## src/rtl/evt_sleep_pkg.sv

```systemverilog
package evt_sleep_pkg;
  typedef enum logic {
    ST_AWAKE  = 1'b0,
    ST_ASLEEP = 1'b1
  } slp_state_t;
endpackage

```

## src/rtl/evt_pend_edge.sv

```systemverilog
module evt_pend_edge #(
  parameter int NUM_IRQ = 8
) (
  input  logic               clk,
  input  logic               rst_n,
  input  logic [NUM_IRQ-1:0] irq_pend_i,
  output logic [NUM_IRQ-1:0] rise_o
);
  logic [NUM_IRQ-1:0] prev_q;

  always_ff @(posedge clk) begin
    if (!rst_n) prev_q <= '0;
    else        prev_q <= irq_pend_i;
  end

  for (genvar g = 0; g < NUM_IRQ; g++) begin : g_line
    assign rise_o[g] = irq_pend_i[g] & ~prev_q[g];

    // a line held high across two sampled cycles never reports a new rise
    assert_no_repeat_rise_R6: assert property (@(posedge clk) disable iff (!rst_n)
      ($past(rst_n) && $past(irq_pend_i[g]) && irq_pend_i[g]) |-> !rise_o[g]);
  end
endmodule

```

## src/rtl/evt_flag_reg.sv

```systemverilog
module evt_flag_reg (
  input  logic clk,
  input  logic rst_n,
  input  logic set_i,
  input  logic consume_i,
  input  logic refill_i,
  output logic flag_o
);
  logic flag_q;
  logic flag_d;

  always_comb begin
    if (consume_i) flag_d = refill_i & set_i;
    else           flag_d = flag_q | set_i;
  end

  always_ff @(posedge clk) begin
    if (!rst_n) flag_q <= 1'b0;
    else        flag_q <= flag_d;
  end

  assign flag_o = flag_q;

  // only a consume may take the flag down
  assert_sticky_R7: assert property (@(posedge clk) disable iff (!rst_n)
    (flag_q && !consume_i) |=> flag_q);
  // any set without a consume is seen next cycle
  assert_set_seen_R4: assert property (@(posedge clk) disable iff (!rst_n)
    (set_i && !consume_i) |=> flag_q);
endmodule

```

## src/rtl/evt_sleep_fsm.sv

```systemverilog
module evt_sleep_fsm
  import evt_sleep_pkg::*;
(
  input  logic clk,
  input  logic rst_n,
  input  logic wfe_i,
  input  logic set_i,
  input  logic flag_i,
  output logic consume_o,
  output logic refill_o,
  output logic sleep_o,
  output logic retire_o
);
  slp_state_t state_q, state_d;
  logic       retire_q, retire_d;
  logic       wake;

  assign wake = set_i | flag_i;

  always_comb begin
    state_d   = state_q;
    retire_d  = 1'b0;
    consume_o = 1'b0;
    refill_o  = 1'b0;
    unique case (state_q)
      ST_AWAKE: begin
        if (wfe_i) begin
          consume_o = 1'b1;
          refill_o  = 1'b1;
          if (flag_i) retire_d = 1'b1;
          else        state_d  = ST_ASLEEP;
        end
      end
      ST_ASLEEP: begin
        if (wake) begin
          state_d   = ST_AWAKE;
          retire_d  = 1'b1;
          consume_o = 1'b1;
        end
      end
      default: state_d = ST_AWAKE;
    endcase
  end

  always_ff @(posedge clk) begin
    if (!rst_n) begin
      state_q  <= ST_AWAKE;
      retire_q <= 1'b0;
    end else begin
      state_q  <= state_d;
      retire_q <= retire_d;
    end
  end

  assign sleep_o  = (state_q == ST_ASLEEP);
  assign retire_o = retire_q;

  assert_hit_retires_R2: assert property (@(posedge clk) disable iff (!rst_n)
    (!sleep_o && wfe_i && flag_i) |=> (retire_o && !sleep_o));
  assert_miss_sleeps_R3: assert property (@(posedge clk) disable iff (!rst_n)
    (!sleep_o && wfe_i && !flag_i) |=> (sleep_o && !retire_o));
  assert_wake_exit_R9: assert property (@(posedge clk) disable iff (!rst_n)
    (sleep_o && wake) |=> (!sleep_o && retire_o));
  assert_wfe_ignored_asleep_R10: assert property (@(posedge clk) disable iff (!rst_n)
    (sleep_o && !wake) |=> (sleep_o && !retire_o));
endmodule

```

## src/rtl/evt_sleep_ctrl.sv

```systemverilog
module evt_sleep_ctrl #(
  parameter int NUM_IRQ = 8
) (
  input  logic               clk,
  input  logic               rst_n,
  input  logic               wfe_i,
  input  logic               sev_i,
  input  logic               ext_evt_i,
  input  logic               pend_evt_en_i,
  input  logic [NUM_IRQ-1:0] irq_pend_i,
  output logic               sleep_o,
  output logic               retire_o,
  output logic               evt_flag_o
);
  logic [NUM_IRQ-1:0] rise;
  logic               pend_evt;
  logic               set_evt;
  logic               consume;
  logic               refill;

  evt_pend_edge #(.NUM_IRQ(NUM_IRQ)) u_edge (
    .clk        (clk),
    .rst_n      (rst_n),
    .irq_pend_i (irq_pend_i),
    .rise_o     (rise)
  );

  assign pend_evt = pend_evt_en_i & (|rise);
  assign set_evt  = sev_i | ext_evt_i | pend_evt;

  evt_flag_reg u_flag (
    .clk       (clk),
    .rst_n     (rst_n),
    .set_i     (set_evt),
    .consume_i (consume),
    .refill_i  (refill),
    .flag_o    (evt_flag_o)
  );

  evt_sleep_fsm u_fsm (
    .clk       (clk),
    .rst_n     (rst_n),
    .wfe_i     (wfe_i),
    .set_i     (set_evt),
    .flag_i    (evt_flag_o),
    .consume_o (consume),
    .refill_o  (refill),
    .sleep_o   (sleep_o),
    .retire_o  (retire_o)
  );

  // reset leaves all outputs low
  assert_reset_quiet_R1: assert property (@(posedge clk)
    !rst_n |=> (!sleep_o && !retire_o && !evt_flag_o));
  // a collision of set and a retiring wait leaves the flag up
  assert_collision_keeps_R8: assert property (@(posedge clk) disable iff (!rst_n)
    (!sleep_o && wfe_i && evt_flag_o && set_evt) |=> (retire_o && evt_flag_o));
  // with the enable off, a pending rise alone cannot raise the flag
  assert_pend_gated_R5: assert property (@(posedge clk) disable iff (!rst_n)
    (!evt_flag_o && !sleep_o && !pend_evt_en_i && !sev_i && !ext_evt_i) |=> !evt_flag_o);
endmodule

```

## config.mk

```make
export PLATFORM = sky130hd
export DESIGN_NAME = evt_sleep_ctrl
export DESIGN_NICKNAME = d
export VERILOG_FILES = /design/src/rtl/evt_sleep_pkg.sv /design/src/rtl/evt_pend_edge.sv /design/src/rtl/evt_flag_reg.sv /design/src/rtl/evt_sleep_fsm.sv /design/src/rtl/evt_sleep_ctrl.sv
export SDC_FILE = /design/constraint.sdc
export NUM_CORES = 1
export LEC_CHECK = 0
export CAP_MARGIN = 20
export CORE_AREA = 2 2 39 41
export CTS_BUF_LIST = sky130_fd_sc_hd__clkbuf_16
export DETAILED_ROUTE_END_ITERATION = 8
export DIE_AREA = 0 0 41 43
export HOLD_SLACK_MARGIN = 0.05
export SKIP_CTS_REPAIR_TIMING = 1
export SYNTH_ARGS = -nofsm -noshare
export SYNTH_HDL_FRONTEND = slang
export SYNTH_SLANG_ARGS = --single-unit
```

## constraint.sdc

```tcl
create_clock -name clk -period 3.56 [get_ports clk]
set_input_delay 1.068 -clock clk [delete_from_list [all_inputs] [get_ports clk]]
set_output_delay 1.068 -clock clk [all_outputs]
set_load 0.1 [all_outputs]
```

# Word level (Yosys, flattened, before mapping)
# Cells that the tools add are included.
# word_totals
ff_bits	11
elab_cells	39
# classes
muxes	12
n_bitwise	22
reduce_logical	1
# op_table
cell	count
bitwise AND 1 bit	10
two-way mux 1 bit	9
NOT 1 bit	9
OR reduction 8 bit	1
case mux 1 bit (2 select lines)	3
OR 1 bit	3

# Longest topological paths before layout
# Gate-level depths: netlist of the first run.
# logic_depth
word_depth	9
mapped_depth	4
mapped_depth_nobuf	4

# Cells and area by module
# A second synthesis of the first run with hierarchy kept.
# hier_totals
hier_cells	44
hier_area_um2	432.9
# by_module_without_submodules
mod	n_inst	cells_per_inst	area_per_inst_um2
evt_pend_edge	1	24	260.2
evt_sleep_fsm	1	11	105.1
evt_flag_reg	1	5	42.5
evt_sleep_ctrl	1	4	25.0

# Worst setup path after synthesis of the first run
# No wires, ideal clock.
# synth_timing
path_type	register -> output
from	register u_fsm.state_q, in the netlist u_fsm.sleep_o
to	output port sleep_o
arrival_time_ns	1.001
t_required_ns	2.492
path_slack_ns	1.491
path_stages_with_launch	1
path_buffers	0
path_cell_list	dfxtp_1
# synth_rtl
element	line	source
start: declaration	evt_sleep_fsm.sv:14	slp_state_t state_q, state_d;
start signal: assignment	evt_sleep_fsm.sv:50	state_q <= state_d;
end: declaration	evt_sleep_ctrl.sv:11	output logic sleep_o,
# No word-level cell between the ends.

# Worst setup path in the final report of the first run
# layout_timing
from	input port irq_pend_i[2]
to	register u_fsm.retire_q, in the netlist u_fsm.retire_o
# layout_between
elab_chain_len	7
# layout_rtl
element	line	source
start: declaration	evt_sleep_ctrl.sv:10	input logic [NUM_IRQ-1:0] irq_pend_i,
bitwise AND 1 bit	evt_pend_edge.sv:17	assign rise_o[g] = irq_pend_i[g] & ~prev_q[g];
OR reduction 8 bit	evt_sleep_ctrl.sv:28	assign pend_evt = pend_evt_en_i & (|rise);
bitwise AND 1 bit	evt_sleep_ctrl.sv:28	
OR 1 bit	evt_sleep_ctrl.sv:29	assign set_evt = sev_i | ext_evt_i | pend_evt;
OR 1 bit	evt_sleep_fsm.sv:18	assign wake = set_i | flag_i;
two-way mux 1 bit	evt_sleep_fsm.sv:35	if (wake) begin
case mux 1 bit (2 select lines)	evt_sleep_fsm.sv:25	unique case (state_q)
end signal: assignment	evt_sleep_fsm.sv:51	retire_q <= retire_d;
end: declaration	evt_sleep_fsm.sv:15	logic retire_q, retire_d;
# No other way between the ends.
# A chain may end at the register's enable or synchronous reset.

==> results of run 1 <==
==> critical path, delay by kind of cell <==
family / cells / cell delay, ns
AO/OA/AOI/OAI: 2 / 0.24
buffers and inverters: 2 / 0.49
AND/OR/NAND/NOR: 1 / 0.51
==> logic make-up (layout without fill, tap and decap cells) <==
logic type             Yosys count  after routing  share of synthesized area (%)
DFF                             11             11                           50.3
AOI/OAI and AO/OA               11             11                           16.9
and+or+nand+nor                 17             17                           25.1
buffers and inverters            9             28                           7.71
==> cell usage in the layout, fill, tap and decap left out <==
master / synthesis / final
a21oi_1: 1 / 1
a31o_1: 1 / 1
and2_1: 8 / 8
and2b_2: 1 / 1
buf_4: 0 / 3
clkbuf_16: 0 / 3
clkdlybuf4s50_1: 0 / 13
dfxtp_1: 11 / 11
inv_1: 8 / 9
nand2_1: 1 / 1
nand2b_1: 1 / 1
nand2b_2: 1 / 1
nand3_1: 1 / 1
nor2b_1: 1 / 1
nor3_1: 1 / 1
nor4_1: 1 / 1
o211ai_1: 3 / 3
o21ai_1: 1 / 1
o22ai_1: 4 / 4
o31ai_1: 1 / 1
or4b_1: 1 / 1
==> how the worst min path moves through the flow <==
stage,from,end,slack [ns],cells past startpoint
floorplan,u_edge.prev_q[5]$_SDFF_PN0_,u_flag.flag_o$_SDFF_PN0_,0.59,3
global placement,u_flag.flag_o$_SDFF_PN0_,u_fsm.retire_o$_SDFF_PN0_,0.55,2
detailed placement,u_flag.flag_o$_SDFF_PN0_,u_fsm.retire_o$_SDFF_PN0_,0.55,2
CTS,u_flag.flag_o$_SDFF_PN0_,u_fsm.retire_o$_SDFF_PN0_,0.56,2
global route,u_flag.flag_o$_SDFF_PN0_,u_fsm.retire_o$_SDFF_PN0_,0.59,2
finish,u_flag.flag_o$_SDFF_PN0_,u_fsm.retire_o$_SDFF_PN0_,0.55,2
==> metrics by stage <==
| stage | utilization (%) | setup WS, ns | hold WS (ns) |
|---|---|---|---|
| 6_report | 49.5 | 1.35 | 0.546 |
| 5_1_grt | 49.5 | 1.22 | 0.594 |
| 4_1_cts | 49.5 | 1.34 | 0.555 |
| 3_5_place_dp | 43.9 | 1.11 | 0.548 |
| 3_3_place_gp | 43.9 | 1.11 | 0.545 |
| 2_1_floorplan | - | 1.49 | 0.593 |
==> where the power goes <==
part | switching (W) | leakage (nW) | internal (W)
logic | 0.0000351 | 0.162 | 0.0000257
registers | 0.00000369 | 0.0916 | 0.000132
clock network | 0.0000496 | 0.0423 | 0.000147
total | 0.0000885 | 0.296 | 0.000304
==> per-layer routing <==
layer | routed length, µm | GRT usage (%)
met5 | 0 | 0
met4 | 0 | 8.00
met3 | 70 | 4.71
met2 | 343 | 15.3
met1 | 391 | 14.8
==> flip-flops by register name (all words and copies together) (netlist names) <==
name            count
u_edge.prev_q       8
u_fsm.sleep_o       1
u_flag.flag_o       1
u_fsm.retire_o      1
==> layout make-up <==
| type | instances | area share (%) |
|---|---|---|
| clock inverter | 1 | 0.547 |
| clock buffer | 3 | 10.9 |
| inverter | 8 | 4.38 |
| timing repair buffer | 16 | 22.3 |
| sequential | 11 | 32.1 |
| multi-input combinational | 28 | 26.8 |
| tap | 16 | 2.92 |
==> flow_summary.yaml, run 1 <==
clocking:
  cts_tree: "built"
  cts_root_buf: "clkbuf_16"
  clkSinkCount: 11
  clk_pin_slew_ns: 0.04
  cts_buffers: 3
  h-tree-depth: 1
  clockBufferDepth: 2
  clock_latency_ns: 0.23
critical_path:
  r2r-end: "u_fsm.sleep_o$_SDFF_PN0_"
  cp_slowest_cell: "nor4_1"
  crit_arrival_ns: 2.31
  crit_chain: "clkdlybuf4s50_1 > inv_1 > o22ai_1 > nor4_1 > o211ai_1"
  crit_path_end_kind: "flip-flop"
  slowest_delay_ns: 0.51
  crit_type: "in -> reg"
  start_kind: "primary input"
  r2r_setup_slack_ns: 2.37
  crit_path_start: "irq_pend_i[2]"
  reg2reg_depth: 3
  cp_max_fo: 3
  cp.required_ns: 3.65
  endpoint: "u_fsm.retire_o$_SDFF_PN0_"
  r2r-start: "u_fsm.sleep_o$_SDFF_PN0_"
layout:
  final_cell_count_no_fill: 83
  area_growth_pct: 56.6
  regArea_um2: 220
  n_fill_cell: 138
  antenna_cells: 0
  multi_input_area_um2: 184
  post-route-cell-area_um2: 686
  drive_above_1_share_pct: 11.9
  nNetsFinal: 82
power:
  vdd_drop_max_uv: 250
  power.total_w: 0.000393
  p_leak_nw: 0.296
  power_density_nw_per_um2: 573
route:
  wl_per_cell_um: 9.69
  drt.antenna.violating_nets: 0
  vias: 383
  firstDrtPassIters: 2
  drc: 0
  totalWireLength_um: 804
  routed_via_density: 4.61
  drt_iter0_markers: 2
sta:
  finalSetupViolCount: 0
  slew_headroom_pct: 64.6
  setup_tns_ns: 0
  slew_violations: 0
  min_period_ns: 2.21
  fin_crit_sh_pct: 62.1
  hold_viol: 0
  worst_slew_pin_slew_ns: 0.526
  fin_skew_ns: 0.00286
  rsz0062_at_grt: "no"
  max_freq_mhz: 452
place:
  placed_area_um2: 607
  io_buffers: 16
  dpl.cell_count: 79
  gp_congestion: 0.689
synthesis:
  syn_nets: 62
  synth-edff-count: 0
  synth_seq_area_share_pct: 50.3
  ys.flop_type: "dfxtp_1"
  yosysMostFrequentCell: "dfxtp_1"
  async_reset_ff_share_pct: 0
  ys_seq_elements: 11
  netlist_instances: 48
  yosys.cell_types.count: 19
  synth_area_leaders: "dfxtp_1 50%, and2_1 11%, inv_1 6.9%"
  synth_top_area_cell: "dfxtp_1"
  yosysTopAreaCellShare_pct: 50.3
  syn_avg_cell_area_um2: 9.12
  yosys_warnings: 0
  synth_common_cells: "11 x dfxtp_1, 8 x and2_1, 8 x inv_1"
  syn_area_um2: 438
flow_run:
  maxCapViolations: 0
grt:
  gr-total-overflow: 0
  antenna_found_initial: 0
  grt_pass1_vias: 347
  grt_pass1_wl_um: 1350
  grt_max_degree: 14
  grt_use_total_pct: 11.7
status:
  outcome: "finished, final reports clean"
floorplanning:
  num_io_pins: 17
  fp.dieW_um: 41
  start_util_pct: 31.6
  fp.dieArea_um2: 1760
  fp.dieH_um: 43
  fp.coreArea_um2: 1380
  rows: 14
worst_hold_path:
  hold_path.class: "reg -> reg"
(Power assumes the default switching activity.)
==> inputs of run 2 (changes only) <==
==> constraint.sdc (replaced) <==
create_clock -name clk -period 2.3 [get_ports clk]
set_input_delay 0.69 -clock clk [delete_from_list [all_inputs] [get_ports clk]]
set_output_delay 0.69 -clock clk [all_outputs]
set_load 0.1 [all_outputs]
==> run 2 against run 1 <==
Sequential power is 56% higher. Critical path type unchanged. Register-to-register slack worse by 1.3 ns. Clock skew hardly changed. Via count is 0.26% lower. Cell area is 1.1% higher. Sequential cell count stayed put. Global-route usage is 0.22 points higher. Largest power group unchanged. Hold slack better by 0.0074 ns.
==> flow_summary.yaml, run 2 (synthesis gave the netlist of run 1 again) <==
layout:
  mostFrequentLayoutCells: "13 x clkdlybuf4s50_1, 11 x dfxtp_1, 9 x inv_1"
  antenna_cells: 0
  post-route-cell-area_um2: 693
  n_fill_cell: 142
  nNetsFinal: 83
  largest_register: "u_edge.prev_q"
  area_growth_pct: 58.3
  drive_above_1_share_pct: 13.2
  final_cell_count_no_fill: 84
  largest_reg_flops: 8
  layout_commonest_cell: "clkdlybuf4s50_1"
sta:
  whs_ns: 0.554
  min_period_ns: 1.87
  finalSetupViolCount: 0
  max_freq_mhz: 535
  worst_slew_pin_slew_ns: 0.557
  slew_headroom_pct: 62.5
  slew_violations: 0
  rsz0062_at_grt: "no"
  hold_viol: 0
  setup_tns_ns: 0
  fin_crit_sh_pct: 81.2
  setup_slack_ns: 0.432
  fin_skew_ns: 0.00327
critical_path:
  endpoint: "u_fsm.retire_o$_SDFF_PN0_"
  crit_arrival_ns: 1.96
  r2r-end: "u_fsm.retire_o$_SDFF_PN0_"
  crit_type: "in -> reg"
  cp.required_ns: 2.39
  crit_path_end_kind: "flip-flop"
  start_kind: "primary input"
  r2r_setup_slack_ns: 1.09
  r2r-start: "u_edge.prev_q[2]$_SDFF_PN0_"
  crit_path_start: "irq_pend_i[2]"
  reg2reg_depth: 3
  cp_max_fo: 3
grt:
  grt_pass1_wl_um: 1390
  grt_max_degree: 9
  gr-total-overflow: 0
  antenna_found_initial: 0
  grt_pass1_vias: 387
  grt_use_total_pct: 11.9
floorplanning:
  start_util_pct: 31.6
  num_io_pins: 17
  fp.dieH_um: 43
  fp.dieArea_um2: 1760
  fp.coreArea_um2: 1380
  fp.dieW_um: 41
  rows: 14
route:
  wl_per_cell_um: 9.92
  drc: 0
  drt.antenna.violating_nets: 0
  routed_via_density: 4.55
  firstDrtPassIters: 3
  vias: 382
  totalWireLength_um: 833
  drt_iter0_markers: 3
power:
  power_density_nw_per_um2: 876
  vdd_drop_max_uv: 333
  p_leak_nw: 0.300
place:
  dp_hpwl_um: 680
  dpl.cell_count: 80
  dpl_worst_slack_ns: 0.194
  placed_area_um2: 614
  io_buffers: 16
  gp_congestion: 0.687
clocking:
  clock_latency_ns: 0.23
  clkSinkCount: 11
  clockBufferDepth: 2
  clk_pin_slew_ns: 0.04
  cts_root_buf: "clkbuf_16"
  cts_buffers: 3
  cts_tree: "built"
  h-tree-depth: 1
flow_run:
  maxCapViolations: 0
status:
  outcome: "finished, final reports clean"
worst_hold_path:
  hold_path.class: "reg -> reg"
==> run 2: how the worst min path moves through the flow <==
| stage | to | start | cells after the start |
|---|---|---|---|
| after CTS | u_fsm.retire_o$_SDFF_PN0_ | u_flag.flag_o$_SDFF_PN0_ | 2 |
| after global routing | u_fsm.retire_o$_SDFF_PN0_ | u_flag.flag_o$_SDFF_PN0_ | 2 |
| after global placement | u_fsm.retire_o$_SDFF_PN0_ | u_flag.flag_o$_SDFF_PN0_ | 2 |
| final | u_fsm.retire_o$_SDFF_PN0_ | u_flag.flag_o$_SDFF_PN0_ | 2 |
| after floorplan | u_flag.flag_o$_SDFF_PN0_ | u_edge.prev_q[5]$_SDFF_PN0_ | 3 |
| after detailed placement | u_fsm.retire_o$_SDFF_PN0_ | u_flag.flag_o$_SDFF_PN0_ | 2 |
==> run 2: metrics by stage <==
stage          total power, W  utilization, %
4_1_cts              0.000612            50.1
2_1_floorplan        0.000270               -
3_3_place_gp         0.000309            44.4
3_5_place_dp         0.000310            44.4
6_report             0.000607            50.1
5_1_grt              0.000633            50.1
==> run 2: per-layer routing <==
metal | GRT usage [%] | part of all wire (%)
met2 | 18.8 | 42
met5 | 0 | 0
met3 | 4.71 | 8.2
met1 | 13.0 | 48
met4 | 6.00 | 1.4
==> run 2: layout make-up <==
| type | count | area (µm²) | share of cell area (%) |
|---|---|---|---|
| well taps | 16 | 20.0 | 2.89 |
| clock inverters | 1 | 3.75 | 0.542 |
| flip-flops and latches | 11 | 220 | 31.8 |
| repair buffers | 17 | 160 | 23.1 |
| clock buffers | 3 | 75.1 | 10.8 |
| multi-input cells | 28 | 184 | 26.5 |
| inverters | 8 | 30.0 | 4.33 |
==> run 2: report_power, final <==
group | leakage (nW) | switching [W] | internal [W]
Clock | 0.0423 | 0.0000750 | 0.000227
Combinational | 0.167 | 0.0000544 | 0.0000410
Sequential | 0.0916 | 0.00000588 | 0.000204
==> run 2: critical path, cell delays in order <==
cell and delay (ns):
clkdlybuf4s50_1 0.43, inv_1 0.06, o22ai_1 0.08, nor4_1 0.53, o211ai_1 0.17
==> inputs of run 3 (changes only) <==
--- a/config.mk
+++ b/config.mk
@@ -11,6 +11,7 @@
 export DETAILED_ROUTE_END_ITERATION = 8
 export DIE_AREA = 0 0 41 43
 export HOLD_SLACK_MARGIN = 0.05
+export PLACE_DENSITY = 0.65
 export SKIP_CTS_REPAIR_TIMING = 1
 export SYNTH_ARGS = -nofsm -noshare
 export SYNTH_HDL_FRONTEND = slang
==> constraint.sdc (replaced) <==
create_clock -name clk -period 1.6 [get_ports clk]
set_input_delay 0.48 -clock clk [delete_from_list [all_inputs] [get_ports clk]]
set_output_delay 0.48 -clock clk [all_outputs]
set_load 0.1 [all_outputs]
==> run 3 against run 2 <==
Clock power is 50% higher. Routed wire length increased by 14%. Cell count rose by 4.8%. Global-route usage grew 2.3 points. Critical endpoint is now u_fsm.sleep_o$_SDFF_PN0_. Largest cell class is now non-clock buffers. Highest routed layer unchanged.
==> flow_summary.yaml, run 3 (synthesis gave the netlist of run 1 again) <==
route:
  drc: 0
  firstDrtPassIters: 4
  vias: 406
  totalWireLength_um: 946
  routed_via_density: 4.61
  drt.antenna.violating_nets: 0
  wl_per_cell_um: 10.8
  drt_iter0_markers: 5
layout:
  drive_above_1_share_pct: 19.4
  largest_reg_flops: 8
  layout_commonest_cell: "clkdlybuf4s50_1"
  mostFrequentLayoutCells: "13 x clkdlybuf4s50_1, 10 x dfxtp_1, 9 x inv_1"
  antenna_cells: 0
  largest_register: "u_edge.prev_q"
  nNetsFinal: 87
  regArea_um2: 221
  area_growth_pct: 74.0
  multi_input_area_um2: 184
  final_core_util_pct: 55.1
  n_fill_cell: 138
clocking:
  clockBufferDepth: 2
  clkSinkCount: 11
  h-tree-depth: 1
  cts_root_buf: "clkbuf_16"
  clock_latency_ns: 0.24
  cts_buffers: 3
  cts_tree: "built"
  clk_pin_slew_ns: 0.04
grt:
  antenna_found_initial: 0
  grt_pass1_wl_um: 1570
  grt_use_total_pct: 14.2
  grt_pass1_vias: 389
  grt_max_degree: 10
  gr-total-overflow: 0
floorplanning:
  fp.dieH_um: 43
  fp.dieArea_um2: 1760
  start_util_pct: 31.6
  fp.coreArea_um2: 1380
  fp.dieW_um: 41
  num_io_pins: 17
  rows: 14
sta:
  whs_ns: 0.575
  min_period_ns: 1.48
  slew_violations: 0
  rsz0062_at_grt: "no"
  slew_headroom_pct: 84.5
  fin_crit_sh_pct: 92.7
  fin_skew_ns: 0.00131
  setup_slack_ns: 0.116
  worst_slew_pin_slew_ns: 0.231
  hold_viol: 0
  max_freq_mhz: 674
  finalSetupViolCount: 0
critical_path:
  crit_chain: "clkdlybuf4s50_1 > or4b_1 > a21oi_1 > a31o_1"
  cp.required_ns: 1.78
  cp_slowest_cell: "or4b_1"
  critPathBufInv: 1
  slowest_delay_ns: 0.52
  start_kind: "primary input"
  crit_arrival_ns: 1.66
  cp_top_family: "simple AND/OR/NAND/NOR gates"
  cp_max_fo: 2
  crit_path_end_kind: "flip-flop"
  crit_type: "in -> reg"
place:
  gp_congestion: 0.638
  dp_hpwl_um: 688
  dpl_worst_slack_ns: -0.136
  io_buffers: 16
power:
  p_leak_nw: 0.332
  vdd_drop_max_uv: 857
  power.total_w: 0.000920
  power_density_nw_per_um2: 1210
flow_run:
  maxCapViolations: 0
status:
  outcome: "finished, final reports clean"
worst_hold_path:
  hold_path.class: "reg -> reg"
## run 3: changes by cell type in the layout (fill, tap and decap cells not counted)
cell     delta
dfxtp_1     -1
dfxtp_2     +1
buf_12      +3
buf_4       +1
## run 3: final timing paths
path,startpoint,cells past startpoint,slack [ns],to
min reg2reg,u_flag.flag_o$_SDFF_PN0_,2,0.58,u_fsm.retire_o$_SDFF_PN0_
min,u_flag.flag_o$_SDFF_PN0_,2,0.58,u_fsm.retire_o$_SDFF_PN0_
max reg2reg,u_fsm.sleep_o$_SDFF_PN0_,3,0.43,u_fsm.sleep_o$_SDFF_PN0_
max,pend_evt_en_i,4,0.12,u_fsm.sleep_o$_SDFF_PN0_
## run 3: area by class of cell
| type | instances | share of cell area, % |
|---|---|---|
| clock buffer | 3 | 9.85 |
| sequential | 11 | 29.1 |
| multi-input combinational | 28 | 24.1 |
| clock inverter | 1 | 0.493 |
| timing repair buffer | 21 | 29.9 |
| inverter | 8 | 3.94 |
| tap | 16 | 2.63 |
## run 3: worst reg2reg max path, stage by stage, from the launching register on
cell and delay, ns:
dfxtp_2 0.41, or4b_1 0.45, a21oi_1 0.15, a31o_1 0.10
## run 3: routing by layer
| layer | wire length [µm] | share of wire (%) | track usage [%] |
|---|---|---|---|
| met3 | 96 | 10 | 9.95 |
| met2 | 428 | 45 | 19.4 |
| met5 | 0 | 0 | 0 |
| met4 | 24 | 2.5 | 8.00 |
| met1 | 395 | 42 | 15.6 |
## run 3: where the power goes
group          switching [W]  internal [W]  leakage [nW]
Clock               0.000126      0.000328        0.0423
Combinational      0.0000802     0.0000807         0.198
Sequential         0.0000120      0.000293        0.0920
Total               0.000218      0.000702         0.332
## run 3: metrics by stage
stage | cell area (µm²) | std cells | TNS, ns
floorplan | 439 | 48 | 0
global placement | 683 | 84 | -0.360
detailed placement | 683 | 84 | -0.296
CTS | 762 | 88 | 0
global route | 762 | 88 | 0
finish | 762 | 88 | 0
